## src/rtl/cfgdec_pkg.sv

```systemverilog
`timescale 1ns/1ps
package cfgdec_pkg;
  typedef enum logic {ST_IDLE, ST_WAIT} seq_state_e;

  typedef struct packed {
    logic [3:0]  be;
    logic [1:0]  lane;
    logic [31:0] mask;
    logic        ok;
  } size_dec_t;

  function automatic size_dec_t decode_size(input logic [2:0] size, input logic [1:0] lane);
    size_dec_t d;
    d.lane = lane;
    d.be   = 4'b0000;
    d.mask = 32'h0;
    d.ok   = 1'b0;
    case (size)
      3'd1: begin d.ok = 1'b1;           d.be = 4'b0001 << lane; d.mask = 32'h0000_00ff; end
      3'd2: begin d.ok = ~lane[0];       d.be = 4'b0011 << lane; d.mask = 32'h0000_ffff; end
      3'd4: begin d.ok = (lane == 2'd0); d.be = 4'b1111;         d.mask = 32'hffff_ffff; end
      default: ;
    endcase
    return d;
  endfunction
endpackage

```

## src/rtl/cfgdec_slot_map.sv

```systemverilog
`timescale 1ns/1ps
module cfgdec_slot_map #(
  parameter int SLOT_W = 5,
  localparam int SLOTS = 1 << SLOT_W
) (
  input  logic              clk_i,
  input  logic              rst_ni,
  input  logic              set_i,
  input  logic [SLOT_W-1:0] slot_i,
  output logic [SLOTS-1:0]  pop_o
);
  for (genvar s = 0; s < SLOTS; s++) begin : g_slot
    always_ff @(posedge clk_i or negedge rst_ni) begin
      if (!rst_ni)                                   pop_o[s] <= 1'b0;
      else if (set_i && (slot_i == SLOT_W'(s)))      pop_o[s] <= 1'b1;
    end
  end
endmodule

```

## src/rtl/cfgdec_addr_gen.sv

```systemverilog
`timescale 1ns/1ps
module cfgdec_addr_gen
  import cfgdec_pkg::*;
#(
  parameter int BUS_W   = 8,
  parameter int SLOT_W  = 5,
  parameter int FUNC_W  = 3,
  parameter int REG_W   = 8,
  parameter int ADDR_W  = 32,
  parameter int SEC_BIT = 24,
  localparam int SLOTS  = 1 << SLOT_W,
  localparam int OFF_W  = SLOT_W + FUNC_W + REG_W
) (
  input  logic [BUS_W-1:0]  bus_i,
  input  logic [SLOT_W-1:0] slot_i,
  input  logic [FUNC_W-1:0] func_i,
  input  logic [REG_W-1:0]  reg_i,
  input  logic [2:0]        size_i,
  input  logic [31:0]       wdata_i,
  input  logic [SLOTS-1:0]  pop_i,
  output logic [ADDR_W-1:0] addr_o,
  output logic [3:0]        be_o,
  output logic [31:0]       wdata_o,
  output logic [1:0]        lane_o,
  output logic [31:0]       mask_o,
  output logic              local_o
);
  logic [ADDR_W-1:0] base_off, full_off;
  logic              on_root, blocked;
  size_dec_t         sd;

  assign on_root  = (bus_i == '0);
  assign base_off = ADDR_W'({slot_i, func_i, reg_i});
  assign full_off = on_root ? base_off
                            : base_off + (ADDR_W'(1) << SEC_BIT) + (ADDR_W'(bus_i) << OFF_W);
  assign addr_o   = {full_off[ADDR_W-1:2], 2'b00};

  assign sd      = decode_size(size_i, reg_i[1:0]);
  assign be_o    = sd.be;
  assign lane_o  = sd.lane;
  assign mask_o  = sd.mask;
  assign wdata_o = wdata_i << {sd.lane, 3'b000};

  // root bus only talks to populated slots, function 0
  assign blocked = on_root && (!pop_i[slot_i] || (func_i != '0));
  assign local_o = blocked || !sd.ok;
endmodule

```

## src/rtl/cfgdec_seq.sv

```systemverilog
`timescale 1ns/1ps
module cfgdec_seq
  import cfgdec_pkg::*;
#(
  parameter int ADDR_W = 32
) (
  input  logic              clk_i,
  input  logic              rst_ni,
  input  logic              req_valid_i,
  input  logic              req_write_i,
  input  logic              local_i,
  input  logic [ADDR_W-1:0] addr_i,
  input  logic [3:0]        be_i,
  input  logic [31:0]       wdata_i,
  input  logic [1:0]        lane_i,
  input  logic [31:0]       mask_i,
  output logic [31:0]       rdata_o,
  output logic              done_o,
  output logic              mem_req_o,
  output logic [ADDR_W-1:0] mem_addr_o,
  output logic              mem_we_o,
  output logic [3:0]        mem_be_o,
  output logic [31:0]       mem_wdata_o,
  input  logic              mem_ack_i,
  input  logic [31:0]       mem_rdata_i
);
  seq_state_e  state_q;
  logic [1:0]  lane_q;
  logic [31:0] mask_q;

  always_ff @(posedge clk_i or negedge rst_ni) begin
    if (!rst_ni) begin
      state_q     <= ST_IDLE;
      done_o      <= 1'b0;
      rdata_o     <= '0;
      mem_req_o   <= 1'b0;
      mem_addr_o  <= '0;
      mem_we_o    <= 1'b0;
      mem_be_o    <= '0;
      mem_wdata_o <= '0;
      lane_q      <= '0;
      mask_q      <= '0;
    end else begin
      done_o <= 1'b0;
      case (state_q)
        ST_IDLE: if (req_valid_i) begin
          if (local_i) begin
            done_o  <= 1'b1;
            rdata_o <= req_write_i ? 32'h0 : 32'hffff_ffff;
          end else begin
            state_q     <= ST_WAIT;
            mem_req_o   <= 1'b1;
            mem_addr_o  <= addr_i;
            mem_we_o    <= req_write_i;
            mem_be_o    <= be_i;
            mem_wdata_o <= wdata_i;
            lane_q      <= lane_i;
            mask_q      <= mask_i;
          end
        end
        ST_WAIT: if (mem_ack_i) begin
          state_q   <= ST_IDLE;
          mem_req_o <= 1'b0;
          done_o    <= 1'b1;
          rdata_o   <= mem_we_o ? 32'h0 : ((mem_rdata_i >> {lane_q, 3'b000}) & mask_q);
        end
        default: state_q <= ST_IDLE;
      endcase
    end
  end
endmodule

```

## src/rtl/cfg_window_decoder.sv

```systemverilog
`timescale 1ns/1ps
module cfg_window_decoder #(
  parameter int BUS_W   = 8,
  parameter int SLOT_W  = 5,
  parameter int FUNC_W  = 3,
  parameter int REG_W   = 8,
  parameter int ADDR_W  = 32,
  parameter int SEC_BIT = 24,
  localparam int SLOTS  = 1 << SLOT_W
) (
  input  logic              clk_i,
  input  logic              rst_ni,
  input  logic              req_valid_i,
  input  logic [BUS_W-1:0]  req_bus_i,
  input  logic [SLOT_W-1:0] req_slot_i,
  input  logic [FUNC_W-1:0] req_func_i,
  input  logic [REG_W-1:0]  req_reg_i,
  input  logic [2:0]        req_size_i,
  input  logic              req_write_i,
  input  logic [31:0]       req_wdata_i,
  output logic [31:0]       rsp_rdata_o,
  output logic              rsp_done_o,
  input  logic              pop_set_i,
  input  logic [SLOT_W-1:0] pop_slot_i,
  output logic              mem_req_o,
  output logic [ADDR_W-1:0] mem_addr_o,
  output logic              mem_we_o,
  output logic [3:0]        mem_be_o,
  output logic [31:0]       mem_wdata_o,
  input  logic              mem_ack_i,
  input  logic [31:0]       mem_rdata_i
);
  logic [SLOTS-1:0]  pop_vec;
  logic [ADDR_W-1:0] dec_addr;
  logic [3:0]        dec_be;
  logic [31:0]       dec_wdata, dec_mask;
  logic [1:0]        dec_lane;
  logic              dec_local;

  cfgdec_slot_map #(.SLOT_W(SLOT_W)) i_slot_map (
    .clk_i, .rst_ni,
    .set_i (pop_set_i),
    .slot_i(pop_slot_i),
    .pop_o (pop_vec)
  );

  cfgdec_addr_gen #(
    .BUS_W(BUS_W), .SLOT_W(SLOT_W), .FUNC_W(FUNC_W), .REG_W(REG_W),
    .ADDR_W(ADDR_W), .SEC_BIT(SEC_BIT)
  ) i_addr_gen (
    .bus_i  (req_bus_i),
    .slot_i (req_slot_i),
    .func_i (req_func_i),
    .reg_i  (req_reg_i),
    .size_i (req_size_i),
    .wdata_i(req_wdata_i),
    .pop_i  (pop_vec),
    .addr_o (dec_addr),
    .be_o   (dec_be),
    .wdata_o(dec_wdata),
    .lane_o (dec_lane),
    .mask_o (dec_mask),
    .local_o(dec_local)
  );

  cfgdec_seq #(.ADDR_W(ADDR_W)) i_seq (
    .clk_i, .rst_ni,
    .req_valid_i,
    .req_write_i,
    .local_i    (dec_local),
    .addr_i     (dec_addr),
    .be_i       (dec_be),
    .wdata_i    (dec_wdata),
    .lane_i     (dec_lane),
    .mask_i     (dec_mask),
    .rdata_o    (rsp_rdata_o),
    .done_o     (rsp_done_o),
    .mem_req_o,
    .mem_addr_o,
    .mem_we_o,
    .mem_be_o,
    .mem_wdata_o,
    .mem_ack_i,
    .mem_rdata_i
  );
endmodule

```

## config.mk

```make
export PLATFORM = sky130hd
export DESIGN_NAME = cfg_window_decoder
export DESIGN_NICKNAME = d
export VERILOG_FILES = /design/src/rtl/cfgdec_pkg.sv /design/src/rtl/cfgdec_slot_map.sv /design/src/rtl/cfgdec_addr_gen.sv /design/src/rtl/cfgdec_seq.sv /design/src/rtl/cfg_window_decoder.sv
export SDC_FILE = /design/constraint.sdc
export NUM_CORES = 1
export LEC_CHECK = 0
export BUFFER_PORTS_ARGS = -buffer_cell sky130_fd_sc_hd__buf_4
export CORE_ASPECT_RATIO = 0.75
export CORE_MARGIN = 4
export CORE_UTILIZATION = 47
export CTS_CLUSTER_SIZE = 28
export DETAILED_ROUTE_END_ITERATION = 8
export PLACE_DENSITY = 0.74
export SKIP_CTS_REPAIR_TIMING = 1
export SYNTH_ARGS = -nofsm -noshare
export SYNTH_HDL_FRONTEND = slang
export SYNTH_SLANG_ARGS = --single-unit
```

## constraint.sdc

```tcl
create_clock -name clk_i -period 2.3 [get_ports clk_i]
set_input_delay 0.46 -clock clk_i [delete_from_list [all_inputs] [get_ports clk_i]]
set_output_delay 0.46 -clock clk_i [all_outputs]
set_load 0.01 [all_outputs]
```

# Word-level counts from Yosys, hierarchy flattened
# Cells that the tools add are included.
# totals
rom_bits,0
output_inout_bits,103
latch_bits,0
ram_bits,0
n_memories,0
in_bits,102
reg_bits,168
# op_classes
reduce_logical,44
multipliers,0
shifts,4
div,0
bitwise_logic,4
n_eq_ne,38
addsub,2
mux,23
n_lt_le_gt_ge,1
# ops
operator,count
2-to-1 mux 32 bit,6
case mux 33 bit (3 select lines),1
"== test 5 bit, second input constant",16
case mux 32 bit (2 select lines),1
"== test 5 x 4 -> 1 bit, second input constant",8
logical AND 1 bit,33
adder 32 x 24 -> 32 bit,1
bitwise AND 32 bit,1
<< shifter 32 x 5 -> 32 bit,1
>> shifter 32 x 5 -> 32 bit,1
"adder 16 x 25 -> 26 bit, second input constant",1
"== test 5 x 3 -> 1 bit, second input constant",4
case mux 4 bit (3 select lines),1
"== test 5 x 2 -> 1 bit, second input constant",2
2-to-1 mux 1 bit,10
AND reduction 3 bit,3
logical NOT 8 bit,1
"!= test 2 bit, second input constant",4
"< comparator 5 x 6 -> 1 bit, second input constant",1
case mux 1 bit (2 select lines),3
binary-select mux 1 bit (select 5 bit),1
"== test 5 x 1 -> 1 bit, second input constant",1
logical NOT 5 bit,1
"<< shifter 1 x 2 -> 4 bit, first input constant",1
9 further kinds,13

# Depth between registers and ports, before layout
# logic_depth
depth_word,9
ltp_mapped,10
depth_no_buf,6

# Cells and area by module
# A second synthesis with hierarchy kept.
# hier_totals
cells_unflattened,682
area_unflattened_um2,8548.2
# modules_own_cells
mod,seq_area_each_um2,area_per_inst_um2,cells_each,n_inst
cfgdec_seq,3453.3,5866.9,388,1
cfgdec_addr_gen,0.0,1446.4,205,1
cfgdec_slot_map,800.8,1234.9,89,1

# Least setup slack after synthesis
# Ideal clock, no wire load.
# synth_path
kind,input to register
start,in req_slot_i[1]
end,reg i_seq.mem_wdata_o[11]
path_buffers,3
setup_slack_ns,-0.160
t_required_ns,2.175
t_arrival_ns,2.335
cell_stages,9
cell_sequence,buf_6 -> mux2i_1 -> mux4_2 -> a2111oi_4 -> o211a_4 -> o21ai_2 -> buf_6 -> buf_6 -> mux2_4
# synth_via
elab_chain_cells,8
# synth_rtl
element,line_no,source
start: declaration,cfg_window_decoder.sv:15,"input logic [SLOT_W-1:0] req_slot_i,"
binary-select mux 1 bit (select 5 bit),cfgdec_addr_gen.sv:45,assign blocked = on_root && (!pop_i[slot_i] || (func_i != '0));
2-to-1 mux 1 bit (not written as such),cfgdec_addr_gen.sv:45,
logical NOT 1 bit,cfgdec_addr_gen.sv:45,
logical OR 1 bit,cfgdec_addr_gen.sv:45,
logical AND 1 bit,cfgdec_addr_gen.sv:45,
logical OR 1 bit,cfgdec_addr_gen.sv:46,assign local_o = blocked || !sd.ok;
NOT 1 bit (no line),--,
AND reduction 3 bit (no line),--,
end signal: assignment,cfgdec_seq.sv:56,mem_wdata_o <= wdata_i;
end: declaration,cfgdec_seq.sv:23,"output logic [31:0] mem_wdata_o,"
# No other way between the ends. The select of a mux whose other input is x is not followed.
# A chain may end at the register's enable or synchronous reset.

# Worst setup path in the final report
# layout_path
start,reg i_slot_map.pop_o[18]
end,reg i_seq.mem_wdata_o[11]
# layout_via
elab_chain_cells,8
# layout_rtl
element,line_no,source
start: declaration,cfgdec_slot_map.sv:10,output logic [SLOTS-1:0] pop_o
start signal: indexed assignment,cfgdec_slot_map.sv:14,if (!rst_ni) pop_o[s] <= 1'b0;
start signal: indexed assignment,cfgdec_slot_map.sv:15,else if (set_i && (slot_i == SLOT_W'(s))) pop_o[s] <= 1'b1;
binary-select mux 1 bit (select 5 bit),cfgdec_addr_gen.sv:45,
2-to-1 mux 1 bit (not written as such),cfgdec_addr_gen.sv:45,
logical NOT 1 bit,cfgdec_addr_gen.sv:45,
logical OR 1 bit,cfgdec_addr_gen.sv:45,
logical AND 1 bit,cfgdec_addr_gen.sv:45,
logical OR 1 bit,cfgdec_addr_gen.sv:46,
NOT 1 bit (no line),--,
AND reduction 3 bit (no line),--,
# No other way between the ends. The select of a mux whose other input is x is not followed.

==> results.yml <==
drt:
  routed_via_density: 5.50
  vias: 5221
  ant_nets: 0
  drtIter0Drc: 287
  dr.pass1.iters: 4
  drc: 0
  finalWirelength_mm: 17.9
  wl_per_cell_um: 18.8
sta:
  fin_setup_tns_ns: -0.00451
  slew_viol_final: 0
  setup_ws_ns: -0.00451
  clock_skew_ns: 0.00663
  fmax_mhz: 434
  tightest_slew_ns: 0.596
  fin_crit_ns: 2.30
  setup_viol: 1
  holdWs_ns: -0.0116
  rsz0062_at_grt: "yes"
  hold_viol: 7
  maxSlewHeadroom: 0.602
  period_share: 1.00
finish:
  final_cell_area_mm2: 0.00898
  fin_util: 0.676
  diodes: 0
  syn_to_final_growth_pct: 38.0
  final_cells: 950
  layout-drive-gt1-share: 0.418
  fin_nets: 868
global_route:
  grt_first_pass_wirelength_mm: 28.4
  busiest_layer: "met2"
  overflow: 0
  use_met3: 0.104
  met2_usage: 0.369
  gr-usage-all-layers: 0.232
  grt_pass1_vias: 5548
  grt_antenna_before_repair: 0
  met1_usage: 0.289
  grt_max_degree: 54
worst_setup_path:
  critical_path_required_ns: 2.60
  worstReg2RegEnd: "i_seq.mem_wdata_o[11]$_DFFE_PN0P_"
  cp.arrival_ns: 2.61
  start_kind: "flop"
  startpoint: "i_slot_map.pop_o[18]$_DFFE_PN0P_"
  crit_path_max_fanout: 38
  worstSetupEndpointType: "flop"
  timing.rr.start: "i_slot_map.pop_o[18]$_DFFE_PN0P_"
  crit_type: "reg2reg"
  reg2reg_slack_ns: -0.005
  r2r_cells: 7
die:
  die_x_um: 144
  die-area_mm2: 0.0158
  start_util: 0.490
  design.core.area_mm2: 0.0133
  die_h_um: 110
  io_pins: 205
  rows: 36
cts:
  clock_sinks: 132
  clock_latency_ns: 0.42
  cts_tree: "yes"
  clk_path_buf_depth: 2
  cts_root_buf: "clkbuf_16"
  path_clk_slew_ns: 0.06
  numCtsBuffers: 17
  cts_max_level: 4
synth:
  synth-async-reset-ratio: 1.00
  yosysMostFrequentCell: "dfrtp_1"
  yosysWarnings: 0
  synth_area_leaders: "dfrtp_1, mux2i_1, mux2_2"
  synth_seq_cells: 132
  syn-cell-area_mm2: 0.00650
  synth_edf_count: 0
  yosysSeqAreaShare: 0.508
  synthCells: 558
  yosysTopAreaCellShare: 0.508
  synth_common_cells: "dfrtp_1, nand2_1, mux2i_1"
  avgSynthCellArea_um2: 11.7
  ys_types: 46
  synthFlopType: "dfrtp_1"
  synth.largest_area_cell: "dfrtp_1"
power_and_ir_drop:
  ir_drop_mv: 0.839
  p_leak_nw: 4.33
  p_per_area_mw_per_mm2: 959
place:
  port_buffers: 195
  place_inst: 916
  placed_area_mm2: 0.00829
  hpwl_mm: 13.3
  globalplace.congestion: 0.853
min_path:
  hold_path.class: "in2async"
job:
  drv_cap: 0
status:
  status: "complete, but fails checks"
  violations: "hold timing, setup timing"
[metal layers]
| layer | routed length, um | share of wire | up-vias |
|---|---|---|---|
| met2 | 8430 | 0.47 | 211 |
| met3 | 1850 | 0.10 | 18 |
| li1 | - | - | 2437 |
| met5 | 0 | 0 | - |
| met4 | 240 | 0.013 | 0 |
| met1 | 7370 | 0.41 | 2555 |
[final cells by class]
| class | count | area (um2) |
|---|---|---|
| repair buffers | 223 | 1750 |
| clock buffers | 21 | 450 |
| flip-flops and latches | 132 | 3300 |
| multi-input cells | 376 | 3000 |
| well taps | 171 | 214 |
| clock inverters | 11 | 200 |
| fillers | 991 | 4310 |
| inverters | 16 | 60.1 |
[power by group]
group / switching, W / leakage [nW] / internal (W)
registers: 0.000363 / 1.55 / 0.00287
logic: 0.00104 / 2.47 / 0.00136
clock network: 0.00102 / 0.308 / 0.00196
total: 0.00242 / 4.33 / 0.00619
[cell usage in the layout, fill, tap and decap left out, types with 3 or more instances in the layout]
master / instances
o21bai_1: 9
a31o_2: 5
nand2b_1: 7
mux2i_1: 57
a211oi_1: 9
nand3_1: 3
nor2b_1: 17
nor3_1: 3
inv_1: 15
nor2_1: 17
a22o_1: 9
bufinv_16: 5
mux2_4: 19
dfrtp_1: 132
conb_1: 9
nand2_1: 64
clkbuf_16: 17
clkbuf_1: 3
buf_4: 216
mux4_2: 4
a2bb2oi_2: 4
a21o_1: 14
clkinv_4: 3
mux2_2: 34
o211ai_1: 9
a21oi_1: 11
buf_12: 6
o21ai_0: 19
a2bb2oi_1: 31
[kinds of logic (layout without fill, tap and decap cells)]
kind of cell,Yosys count,after routing,share of synthesized area
AOI/OAI and AO/OA,133,133,0.157
buffers and inverters,58,271,0.0458
DFF,132,132,0.508
muxes,114,114,0.204
other,1,9,0.000576
and+or+nand+nor,120,120,0.0842
[metrics by stage]
step	total power [W]	worst slack [ns]
6_report	0.00861	-0.00451
2_1_floorplan	0.00444	-0.151
3_5_place_dp	0.00565	-0.311
4_1_cts	0.00867	-0.0120
5_1_grt	0.00904	-0.0710
3_3_place_gp	0.00558	-0.289
[worst max path at each step]
stage | endpoint | cells past startpoint | slack [ns]
final | i_seq.mem_wdata_o[11]$_DFFE_PN0P_ | 7 | -0.005
after global routing | i_seq.mem_wdata_o[11]$_DFFE_PN0P_ | 7 | -0.07
after CTS | i_seq.mem_wdata_o[11]$_DFFE_PN0P_ | 7 | -0.01
after detailed placement | i_seq.mem_wdata_o[11]$_DFFE_PN0P_ | 8 | -0.31
after global placement | i_seq.mem_wdata_o[11]$_DFFE_PN0P_ | 8 | -0.29
after floorplan | i_seq.mem_wdata_o[11]$_DFFE_PN0P_ | 9 | -0.15
[worst max-delay path, cell delays in order, from the launching register on]
cell       delay [ns]
dfrtp_1          0.37
mux2i_1          0.08
mux4_2           0.49
a2111oi_4        0.36
o211a_4          0.27
o21ai_4          0.08
buf_12           0.19
mux2_4           0.32
[flip-flops by register name, summed over array words and instances (netlist names)]
name,count
i_seq.mem_wdata_o,32
i_seq.rdata_o,32
i_slot_map.pop_o,32
i_seq.mem_addr_o,23
i_seq.mem_be_o,4
i_seq.mask_q,3
i_seq.lane_q,2
i_seq.done_o,1
i_seq.mem_req_o,1
i_seq.mem_we_o,1
i_seq.state_q,1
No activity file was read; power rests on OpenSTA's default activity.
